File: src/rtl/tdu_pkg.sv
package tdu_pkg;
  localparam int WORD_W   = 32;
  localparam int LEN_W    = 11;
  localparam int PID_W    = 8;
  localparam int ADDR_W   = 7;
  localparam int EP_W     = 4;
  localparam int RES_W    = 3;
  localparam int ACT_W    = 2;

  // control word bit positions (fixed by the descriptor format)
  localparam int B_SPD     = 29;
  localparam int B_ERR_HI  = 28;
  localparam int B_ERR_LO  = 27;
  localparam int B_IOC     = 24;
  localparam int B_ACTIVE  = 23;
  localparam int B_STALL   = 22;
  localparam int B_BABBLE  = 20;
  localparam int B_NAK     = 19;
  localparam int B_TIMEOUT = 18;

  // token field positions
  localparam int T_ADDR_LO = 8;
  localparam int T_EP_LO   = 15;
  localparam int T_LEN_LO  = 21;

  localparam logic [PID_W-1:0] PID_SETUP = 8'h2D;
  localparam logic [PID_W-1:0] PID_IN    = 8'h69;
  localparam logic [PID_W-1:0] PID_OUT   = 8'hE1;

  typedef enum logic [RES_W-1:0] {
    RES_OK      = 3'd0,
    RES_NAK     = 3'd1,
    RES_STALL   = 3'd2,
    RES_BABBLE  = 3'd3,
    RES_TIMEOUT = 3'd4,
    RES_NODEV   = 3'd5
  } resKind_e;

  typedef enum logic [ACT_W-1:0] {
    ACT_ADVANCE = 2'd0,
    ACT_HOLD    = 2'd1,
    ACT_STOP    = 2'd2
  } action_e;

  // strobes from control to datapath
  typedef struct packed {
    logic loadLen;
    logic clearActive;
    logic setTimeout;
    logic setNak;
    logic setStall;
    logic setBabble;
    logic decErr;
  } strobes_t;
endpackage

File: src/rtl/tdu_datapath.sv
module tdu_datapath
  import tdu_pkg::*;
(
  input  logic              clk,
  input  logic              rstN,
  input  logic              inValid,
  input  logic [WORD_W-1:0] ctrlIn,
  input  logic [WORD_W-1:0] tokenIn,
  input  logic [LEN_W-1:0]  resLen,
  input  strobes_t          strb,
  output logic [PID_W-1:0]  pidDec,
  output logic [LEN_W-1:0]  maxLenDec,
  output logic [WORD_W-1:0] ctrlOutQ,
  output logic              writeBackQ,
  output logic [PID_W-1:0]  pidQ,
  output logic [ADDR_W-1:0] devAddrQ,
  output logic [EP_W-1:0]   endPtQ,
  output logic [LEN_W-1:0]  maxLenQ
);
  localparam int ERR_W = B_ERR_HI - B_ERR_LO + 1;

  logic [ADDR_W-1:0] addrDec;
  logic [EP_W-1:0]   epDec;
  logic [WORD_W-1:0] ctrlNext;
  logic [ERR_W-1:0]  errCnt;

  always_comb begin
    pidDec    = tokenIn[PID_W-1:0];
    addrDec   = tokenIn[T_ADDR_LO +: ADDR_W];
    epDec     = tokenIn[T_EP_LO +: EP_W];
    maxLenDec = tokenIn[T_LEN_LO +: LEN_W] + LEN_W'(1);
  end

  always_comb begin
    ctrlNext = ctrlIn;
    errCnt   = ctrlIn[B_ERR_HI:B_ERR_LO];
    if (strb.loadLen)     ctrlNext[LEN_W-1:0] = resLen - LEN_W'(1);
    if (strb.clearActive) ctrlNext[B_ACTIVE]  = 1'b0;
    if (strb.setTimeout)  ctrlNext[B_TIMEOUT] = 1'b1;
    if (strb.setNak)      ctrlNext[B_NAK]     = 1'b1;
    if (strb.setStall)    ctrlNext[B_STALL]   = 1'b1;
    if (strb.setBabble)   ctrlNext[B_BABBLE]  = 1'b1;
    if (strb.decErr)      ctrlNext[B_ERR_HI:B_ERR_LO] = errCnt - ERR_W'(1);
  end

  always_ff @(posedge clk) begin
    if (!rstN) begin
      ctrlOutQ   <= '0;
      writeBackQ <= 1'b0;
      pidQ       <= '0;
      devAddrQ   <= '0;
      endPtQ     <= '0;
      maxLenQ    <= '0;
    end else if (inValid) begin
      ctrlOutQ   <= ctrlNext;
      writeBackQ <= (ctrlNext != ctrlIn);
      pidQ       <= pidDec;
      devAddrQ   <= addrDec;
      endPtQ     <= epDec;
      maxLenQ    <= maxLenDec;
    end
  end
endmodule

File: src/rtl/tdu_ctrl.sv
module tdu_ctrl
  import tdu_pkg::*;
(
  input  logic             clk,
  input  logic             rstN,
  input  logic             inValid,
  input  logic             activeIn,
  input  logic             iocIn,
  input  logic             spdIn,
  input  logic [1:0]       errCntIn,
  input  logic [PID_W-1:0] pidDec,
  input  logic [LEN_W-1:0] maxLenDec,
  input  logic [RES_W-1:0] resKind,
  input  logic [LEN_W-1:0] resLen,
  output strobes_t         strb,
  output logic             validQ,
  output logic [ACT_W-1:0] actionQ,
  output logic             causeIocQ,
  output logic             causeShortQ,
  output logic             usbErrQ,
  output logic             procErrQ
);
  logic    pidKnown, isIn, overrun;
  action_e actNext;
  logic    shortNext, usbErrNext, procErrNext;

  always_comb begin
    isIn     = (pidDec == PID_IN);
    pidKnown = (pidDec == PID_SETUP) || isIn || (pidDec == PID_OUT);
    overrun  = isIn && (resLen > maxLenDec);
  end

  always_comb begin
    strb        = '0;
    actNext     = ACT_HOLD;
    shortNext   = 1'b0;
    usbErrNext  = 1'b0;
    procErrNext = 1'b0;
    if (!activeIn) begin
      actNext = ACT_HOLD;
    end else if (!pidKnown) begin
      procErrNext = 1'b1;
      actNext     = ACT_STOP;
    end else begin
      case (resKind_e'(resKind))
        RES_OK: begin
          if (overrun) begin
            strb.setBabble   = 1'b1;
            strb.setStall    = 1'b1;
            strb.clearActive = 1'b1;
            actNext          = ACT_STOP;
          end else begin
            strb.loadLen     = 1'b1;
            strb.clearActive = 1'b1;
            actNext          = ACT_ADVANCE;
            if (isIn && spdIn && (resLen < maxLenDec)) begin
              shortNext = 1'b1;
              actNext   = ACT_HOLD;
            end
          end
        end
        RES_NAK: begin
          strb.setNak = 1'b1;
        end
        RES_STALL: begin
          strb.setStall    = 1'b1;
          strb.clearActive = 1'b1;
        end
        RES_BABBLE: begin
          strb.setBabble   = 1'b1;
          strb.setStall    = 1'b1;
          strb.clearActive = 1'b1;
          actNext          = ACT_STOP;
        end
        default: begin
          strb.setTimeout = 1'b1;
          if (errCntIn != 2'd0) strb.decErr = 1'b1;
          if (errCntIn == 2'd1) begin
            strb.clearActive = 1'b1;
            usbErrNext       = 1'b1;
          end
        end
      endcase
    end
  end

  always_ff @(posedge clk) begin
    if (!rstN) begin
      validQ      <= 1'b0;
      actionQ     <= ACT_HOLD;
      causeIocQ   <= 1'b0;
      causeShortQ <= 1'b0;
      usbErrQ     <= 1'b0;
      procErrQ    <= 1'b0;
    end else begin
      validQ <= inValid;
      if (inValid) begin
        actionQ     <= actNext;
        causeIocQ   <= iocIn;
        causeShortQ <= shortNext;
        usbErrQ     <= usbErrNext;
        procErrQ    <= procErrNext;
      end
    end
  end
endmodule

File: src/rtl/tdu_status_updater.sv
module tdu_status_updater
  import tdu_pkg::*;
(
  input  logic        clk,
  input  logic        rstN,
  input  logic        inValid,
  input  logic [31:0] ctrlIn,
  input  logic [31:0] tokenIn,
  input  logic [2:0]  resKind,
  input  logic [10:0] resLen,
  output logic        outValid,
  output logic [31:0] ctrlOut,
  output logic        writeBack,
  output logic [1:0]  action,
  output logic        causeIoc,
  output logic        causeShort,
  output logic        usbErr,
  output logic        procErr,
  output logic [7:0]  pidOut,
  output logic [6:0]  devAddr,
  output logic [3:0]  endPt,
  output logic [10:0] maxLen
);
  strobes_t         strb;
  logic [PID_W-1:0] pidDec;
  logic [LEN_W-1:0] maxLenDec;

  tdu_datapath uDp (
    .clk(clk), .rstN(rstN), .inValid(inValid),
    .ctrlIn(ctrlIn), .tokenIn(tokenIn), .resLen(resLen), .strb(strb),
    .pidDec(pidDec), .maxLenDec(maxLenDec),
    .ctrlOutQ(ctrlOut), .writeBackQ(writeBack),
    .pidQ(pidOut), .devAddrQ(devAddr), .endPtQ(endPt), .maxLenQ(maxLen)
  );

  tdu_ctrl uCtl (
    .clk(clk), .rstN(rstN), .inValid(inValid),
    .activeIn(ctrlIn[B_ACTIVE]), .iocIn(ctrlIn[B_IOC]), .spdIn(ctrlIn[B_SPD]),
    .errCntIn(ctrlIn[B_ERR_HI:B_ERR_LO]),
    .pidDec(pidDec), .maxLenDec(maxLenDec),
    .resKind(resKind), .resLen(resLen),
    .strb(strb), .validQ(outValid), .actionQ(action),
    .causeIocQ(causeIoc), .causeShortQ(causeShort),
    .usbErrQ(usbErr), .procErrQ(procErr)
  );
endmodule

File: config.mk
export PLATFORM = sky130hd
export DESIGN_NAME = tdu_status_updater
export DESIGN_NICKNAME = d
export VERILOG_FILES = /design/src/rtl/tdu_pkg.sv /design/src/rtl/tdu_datapath.sv /design/src/rtl/tdu_ctrl.sv /design/src/rtl/tdu_status_updater.sv
export SDC_FILE = /design/constraint.sdc
export NUM_CORES = 1
export LEC_CHECK = 0
export BUFFER_PORTS_ARGS = -buffer_cell sky130_fd_sc_hd__buf_2
export CAP_MARGIN = 20
export CORE_MARGIN = 3
export CORE_UTILIZATION = 33
export CTS_CLUSTER_DIAMETER = 50
export CTS_CLUSTER_SIZE = 40
export DETAILED_ROUTE_END_ITERATION = 8
export GPL_TIMING_DRIVEN = 0
export PLACE_DENSITY = 0.61
export SLEW_MARGIN = 15
export SYNTH_ARGS = -nofsm -noshare
export SYNTH_HDL_FRONTEND = slang
export SYNTH_HIERARCHICAL = 1
export SYNTH_SLANG_ARGS = --single-unit
File: constraint.sdc
create_clock -name clk -period 4.6 [get_ports clk]
set_clock_uncertainty 0.1 [all_clocks]
set_input_delay 0 -clock clk [delete_from_list [all_inputs] [get_ports clk]]
set_output_delay 0 -clock clk [all_outputs]
set_load 0.05 [all_outputs]
==> results of run 1 <==
==> cells by family after synthesis <==
family                   Yosys count
adder cells (fa/ha/maj)           14
AND/OR/NAND/NOR                  165
buffers and inverters             49
flip-flops                        70
AO/OA/AOI/OAI                     70
XOR/XNOR                          30
multiplexers                      40
==> per-layer routing <==
metal,vias to the layer above,track usage
met5,-,0
met1,1763,0.244
met2,98,0.313
met3,15,0.0419
li1,1942,-
met4,0,0.0681
==> sequential cells by signal (all words and copies together), names as in the netlist <==
register / flops
uDp/writeBackQ: 1
uDp/maxLenQ: 11
uDp/devAddrQ: 7
uCtl/actionQ: 2
uCtl/procErrQ: 1
uDp/endPtQ: 4
uCtl/usbErrQ: 1
uCtl/validQ: 1
uCtl/causeShortQ: 1
uCtl/causeIocQ: 1
uDp/ctrlOutQ: 32
uDp/pidQ: 8
==> through the flow <==
step	hold slack [ps]	cell area, um2	cells	utilization
2_1_floorplan	-0.586	3850	438	-
3_3_place_gp	133	4760	726	0.428
3_5_place_dp	148	4760	726	0.428
4_1_cts	9.93	5570	795	0.501
5_1_grt	33.9	5570	795	0.501
6_report	-2.06	5570	795	0.501
==> cell usage after synthesis, drive strengths merged (5+ instances only) <==
cell	count	area, um2
nor2b	12	75.1
nor2	73	274
inv	23	86.3
nor3	11	55.1
a21oi	19	95.1
nand3	11	67.6
ha	14	175
buf	14	87.6
dfxtp	70	1400
nand2	21	78.8
o21ai	13	76.3
xor2	12	105
clkbuf	12	45.0
xnor2	15	131
a211oi	8	60.1
nand2b	5	31.3
mux2i	40	400
==> timing repair <==
item / in CTS / in global routing
hold endpoints to repair: 55 / 0
hold buffers: 54 / 0
setup buffers: 0 / 0
==> report_power, final <==
| part | internal (mW) | switching [mW] |
|---|---|---|
| clock network | 0.363 | 0.269 |
| registers | 0.643 | 0.0171 |
| logic | 0.161 | 0.281 |
| total | 1.17 | 0.567 |
==> worst max-delay path: stages <==
cell and delay, ps:
dlygate4sd3_1 530, buf_2 150, ha_1 220, nand2_1 90, nor4_1 350, xor2_1 240
inv_1 70, ha_1 290, nand3_1 110, nor3_1 80, a221oi_1 270, o31a_2 310
o31a_1 190, clkbuf_1 370, buf_1 450, nor2_1 100, a21oi_1 240, mux2i_1 120
nor2_1 90
==> layout by cell type (no fill, tap or decap), drive strengths merged, types with 8 or more instances in the layout <==
cell | Yosys | final
xnor2 | 15 | 15
nor3 | 11 | 11
nand2 | 21 | 21
clkbuf | 12 | 22
nand3 | 11 | 11
a21oi | 19 | 19
dlygate4sd3 | 0 | 54
ha | 14 | 14
xor2 | 12 | 12
mux2i | 40 | 40
dfxtp | 70 | 70
buf | 14 | 162
o21ai | 13 | 13
nor2 | 73 | 73
a211oi | 8 | 8
nor2b | 12 | 12
inv | 23 | 24
==> cell type report <==
cell class	count	area [um2]	share of cell area
timing repair buffer	202	1280	0.230
clock buffer	10	229	0.0411
clock inverter	5	36.3	0.00652
multi-input combinational	319	2230	0.400
tap	140	175	0.0315
sequential	70	1400	0.252
buffer	26	133	0.0238
inverter	23	86.3	0.0155
==> worst max path at each step <==
stage	depth (start not counted)	start	slack, ps	end
detailed placement	18	tokenIn[21]	650	uDp/ctrlOutQ[1]
CTS	19	tokenIn[21]	450	uDp/ctrlOutQ[1]
floorplan	16	tokenIn[21]	1730	uDp/ctrlOutQ[8]
global route	19	tokenIn[21]	230	uDp/ctrlOutQ[3]
finish	19	tokenIn[21]	500	uDp/ctrlOutQ[1]
global placement	18	tokenIn[21]	770	uDp/ctrlOutQ[1]
==> results.py, run 1 <==
metrics = {
    "cts": {
        "cts_buffer_depth": 2,
        "clkTransAtPathRegs_ps": 60,
        "cts_tree": "done",
        "clk-insertion-delay-late_ps": 320,
        "cts_made_buffers": 9,
        "cts-root-buf": "clkbuf_16",
        "cts_htree_levels": 3,
        "ctsResizeCount": 0,
        "clock_sinks": 70,
    },
    "grt": {
        "grt_pass1_vias": 3939,
        "antenna_found_initial": 0,
        "grt_overflow": 0,
        "grt_max_degree": 13,
        "grt_pass1_wl_um": 19500,
        "grt_usage": 0.190,
    },
    "power": {
        "power_density_nw_per_um2": 311,
        "p_total_mw": 1.73,
        "peakVddDrop_uv": 164,
        "p_leak_nw": 2.70,
    },
    "routing": {
        "antenna_left": 0,
        "wl_met2_um": 5780,
        "vias_per_cell": 4.80,
        "wl_met3_um": 673,
        "drt_wl_total_um": 12200,
        "drt_iter0_drc": 133,
        "wire_per_inst_um": 15.3,
        "wl_met1_um": 5480,
        "drt-pass1-iter-count": 4,
        "route.detailed.drc": 0,
        "top_layer": "met4",
        "vias": 3818,
    },
    "worst_hold_path": {
        "hold_path.startpoint": "tokenIn[22]",
        "hold_depth": 4,
        "hold-path-endpoint": "uDp/maxLenQ[1]",
        "hold_path.class": "in -> reg",
    },
    "synth": {
        "synth_area_per_cell_um2": 8.78,
        "ys_types": 59,
        "synthXorXnorAreaFrac": 0.0803,
        "yosysSeqAreaShare": 0.364,
        "synthAdderAreaFrac": 0.0455,
        "synth_flop_cell": "dfxtp_1",
        "netlist_area_um2": 3850,
        "syn_nets": 533,
        "async_reset_ff_frac": 0,
        "ys_seq_elements": 70,
        "syn_inst": 438,
        "yosys.area_share.simple": 0.221,
        "synth_mux_area_frac": 0.104,
        "ys_warn_count": 6,
        "synth_compound_area_frac": 0.128,
        "synth_top_family_by_area": "simple AND/OR/NAND/NOR gates",
        "synth-edff-count": 0,
    },
    "cells_and_area": {
        "fillers": 1083,
        "fin_nets": 746,
        "layout-drive-gt1-share": 0.296,
        "n_antenna_cell": 0,
        "syn2layout_area_growth_pct": 44.7,
    },
    "die": {
        "die-area_um2": 13000,
        "pin_count": 151,
        "rows": 38,
        "die_h_um": 114,
        "fp.coreArea_um2": 11100,
        "die_w_um": 114,
        "initial_core_util": 0.346,
    },
    "worst_setup_path": {
        "ff2ff_path_depth": 3,
        "cp_max_fo": 10,
        "crit_type": "in -> reg",
        "critPathLaunchType": "primary input",
        "r2r_start": "uDp/maxLenQ[0]",
        "end_kind": "flop",
        "cp.required_ps": 4760,
        "arrival_ps": 4260,
        "r2r_setup_slack_ps": 3330,
        "worstReg2RegEnd": "uDp/maxLenQ[0]",
    },
    "run_status": {
        "outcome": "finished with violations",
        "failed_checks": "negative hold slack",
    },
    "placement": {
        "place.gp.congestion": 0.861,
        "io_buffers": 148,
        "dp_hpwl_um": 9310,
        "dp_slack_ps": 649,
    },
    "timing": {
        "fin_crit_ps": 4100,
        "fmaxAchievable_mhz": 244,
        "slew_viol_final": 0,
        "hold_ws_ps": -2.06,
        "finalSetupTns_ps": 0,
        "relSlewSlack": 0.588,
        "fin_crit_sh": 0.892,
        "fin_ws_ps": 496,
        "rsz0062_at_grt": "no",
        "setup_viol": 0,
        "tightestPinTransition_ps": 602,
        "finalHoldViolations": 1,
    },
    "flow_run": {
        "max_cap_violations": 0,
    },
}
Note: power is estimated with default switching activity, not from simulation.
==> inputs of run 2 (changes only) <==
- REMOVE_ABC_BUFFERS: not set -> 1
==> run 2 against run 1 <==
Against the previous run: the flow now finishes without violations; hold slack better by 25 ps; setup slack better by 330 ps; via count is 1.4% lower; clock-buffer cell count decreased by 1; sequential power barely moved; sequential cell count stayed put; sequential share of layout area grew 0.28 points; routed wire length is 7.7% lower; final cell count fell by 3.0%; core utilization is 0.55 points lower; first-iteration DRC count is 29% higher; largest cell class unchanged; highest routed layer unchanged.
==> results.py, run 2 (same netlist as run 1, synthesis figures left out) <==
metrics = {
    "grt": {
        "grt_use_met2": 0.297,
        "grt_pass1_vias": 3833,
        "grt_pass1_wl_um": 18300,
        "grt_usage": 0.174,
        "antenna_found_initial": 0,
        "use_met1": 0.214,
        "grt_max_degree": 54,
        "grt_overflow": 0,
        "grt-busiest-layer": "met2",
        "met3_usage": 0.0424,
    },
    "die": {
        "pin_count": 151,
        "rows": 38,
        "fp.coreArea_um2": 11100,
        "initial_core_util": 0.346,
        "die-area_um2": 13000,
        "die_h_um": 114,
        "die_w_um": 114,
    },
    "cells_and_area": {
        "largest_register_ff_count": 32,
        "instances_no_fill": 771,
        "layout_commonest_cell": "buf_2",
        "seqCellArea_um2": 1400,
        "top_register": "uDp/ctrlOutQ",
        "layout-drive-gt1-share": 0.292,
        "mostFrequentLayoutCells": "147 x buf_2, 73 x nor2_1, 70 x dfxtp_1, 55 x dlygate4sd3_1, 40 x mux2i_1",
        "utilization": 0.495,
        "multiInputGateArea_um2": 2230,
        "fillers": 1065,
        "stdcell_area_um2": 5510,
        "top_regs": "uDp/ctrlOutQ x32, uDp/maxLenQ x11, uDp/pidQ x8",
        "syn2layout_area_growth_pct": 43.2,
        "fin_nets": 722,
        "n_antenna_cell": 0,
    },
    "routing": {
        "drt_iter0_drc": 171,
        "antenna_left": 0,
        "route.detailed.drc": 0,
        "vias_per_cell": 4.88,
        "wire_per_inst_um": 14.6,
        "vias": 3763,
        "drt-pass1-iter-count": 4,
        "drt_wl_total_um": 11200,
    },
    "timing": {
        "fin_ws_ps": 827,
        "rsz0062_at_grt": "no",
        "slew_viol_final": 0,
        "tightestPinTransition_ps": 996,
        "finalHoldViolations": 0,
        "finalSetupTns_ps": 0,
        "hold_ws_ps": 22.9,
        "fin_crit_ps": 3770,
        "relSlewSlack": 0.335,
        "fin_crit_sh": 0.820,
        "fmaxAchievable_mhz": 265,
        "setup_viol": 0,
    },
    "placement": {
        "io_buffers": 148,
        "dp_hpwl_um": 7820,
        "place.gp.congestion": 0.825,
        "placed_cell_area_um2": 4660,
        "dp.cells": 701,
        "dp_slack_ps": 1060,
    },
    "worst_setup_path": {
        "slowest_stage": "o31a_1",
        "crit_path_max_incr_delay_ps": 640,
        "ff2ff_path_depth": 3,
        "critPathTopFamily": "compound AO/OA/AOI/OAI gates",
        "end_kind": "flop",
        "cp.required_ps": 4660,
        "r2r_start": "uDp/ctrlOutQ[18]",
        "cp_max_fo": 19,
        "crit_type": "in -> reg",
        "critical_path_buf_inv_count": 4,
        "critPathLaunchType": "primary input",
        "cp.depth": 16,
        "worstReg2RegEnd": "uDp/ctrlOutQ[18]",
        "worstPathCellList": "dlygate4sd3_1 > buf_2 > ha_1 > nand2_1 > nor4_1 > xor2_1 > inv_1 > ha_1 > nand3_1 > nor3_1 > a221oi_1 > o31a_2 > o31a_1 > inv_1 > o211ai_1 > a21oi_1",
        "r2r_setup_slack_ps": 3310,
        "arrival_ps": 3830,
    },
    "cts": {
        "cts-root-buf": "clkbuf_16",
        "cts_setup_buffers": 0,
        "clkTransAtPathRegs_ps": 60,
        "cts_tree": "done",
        "cts_buffer_depth": 2,
        "clk-insertion-delay-late_ps": 330,
        "ctsResizeCount": 0,
        "cts_htree_levels": 3,
        "cts_made_buffers": 9,
        "clock_sinks": 70,
    },
    "worst_hold_path": {
        "hold_depth": 5,
        "hold_path.class": "in -> reg",
        "hold_path.startpoint": "ctrlIn[3]",
        "hold-path-endpoint": "uDp/ctrlOutQ[3]",
    },
    "power": {
        "p_leak_nw": 2.67,
        "peakVddDrop_uv": 217,
        "p_total_mw": 1.78,
        "power_density_nw_per_um2": 324,
    },
    "run_status": {
        "outcome": "finished clean",
    },
    "flow_run": {
        "max_cap_violations": 0,
    },
}
run 2: changes by cell type in the layout (fill, tap and decap cells not counted), sizes merged:
cell         delta
buf            -13
bufinv          +1
clkbuf         -13
clkinv          +1
clkinvlp        -1
dlygate4sd3     +1
run 2: worst max-delay path by stage:
stage	startpoint	end	slack, ps
after floorplan	tokenIn[21]	uDp/ctrlOutQ[2]	1790
after global placement	inValid	uDp/writeBackQ	860
after detailed placement	tokenIn[21]	uDp/ctrlOutQ[5]	1060
after CTS	tokenIn[21]	uDp/ctrlOutQ[5]	850
after global routing	tokenIn[21]	uDp/ctrlOutQ[2]	480
final	tokenIn[21]	uDp/ctrlOutQ[5]	830
run 2: tightest hold or removal path, cell delays in order:
cell and delay (ps):
buf_2 100, nor2_1 40, a21oi_1 100, mux2i_1 80
nor2_1 80
run 2: power by group:
part / leakage, nW / switching [mW] / internal, mW
Sequential: 0.579 / 0.0175 / 0.643
Clock: 0.138 / 0.269 / 0.420
Combinational: 1.95 / 0.275 / 0.157
Total: 2.67 / 0.562 / 1.22
run 2: final cells by class:
class                           instances  area share
Timing Repair Buffer                  204       0.240
Multi-Input combinational cell        319       0.404
Sequential cell                        70       0.254
Clock inverter                          6      0.0129
Inverter                               23      0.0157
Clock buffer                            9      0.0409
Tap cell                              140      0.0318
run 2: routing by layer:
metal  wire length (um)  share of wire
met1               5080           0.45
met2               5300           0.47
met3                652          0.058
met4                194          0.017
met5                  0              0
run 2: repair_timing:
item,4_1_cts,5_1_grt
setup endpoints to repair,0,0
hold endpoints to repair,59,0
hold buffers,55,0
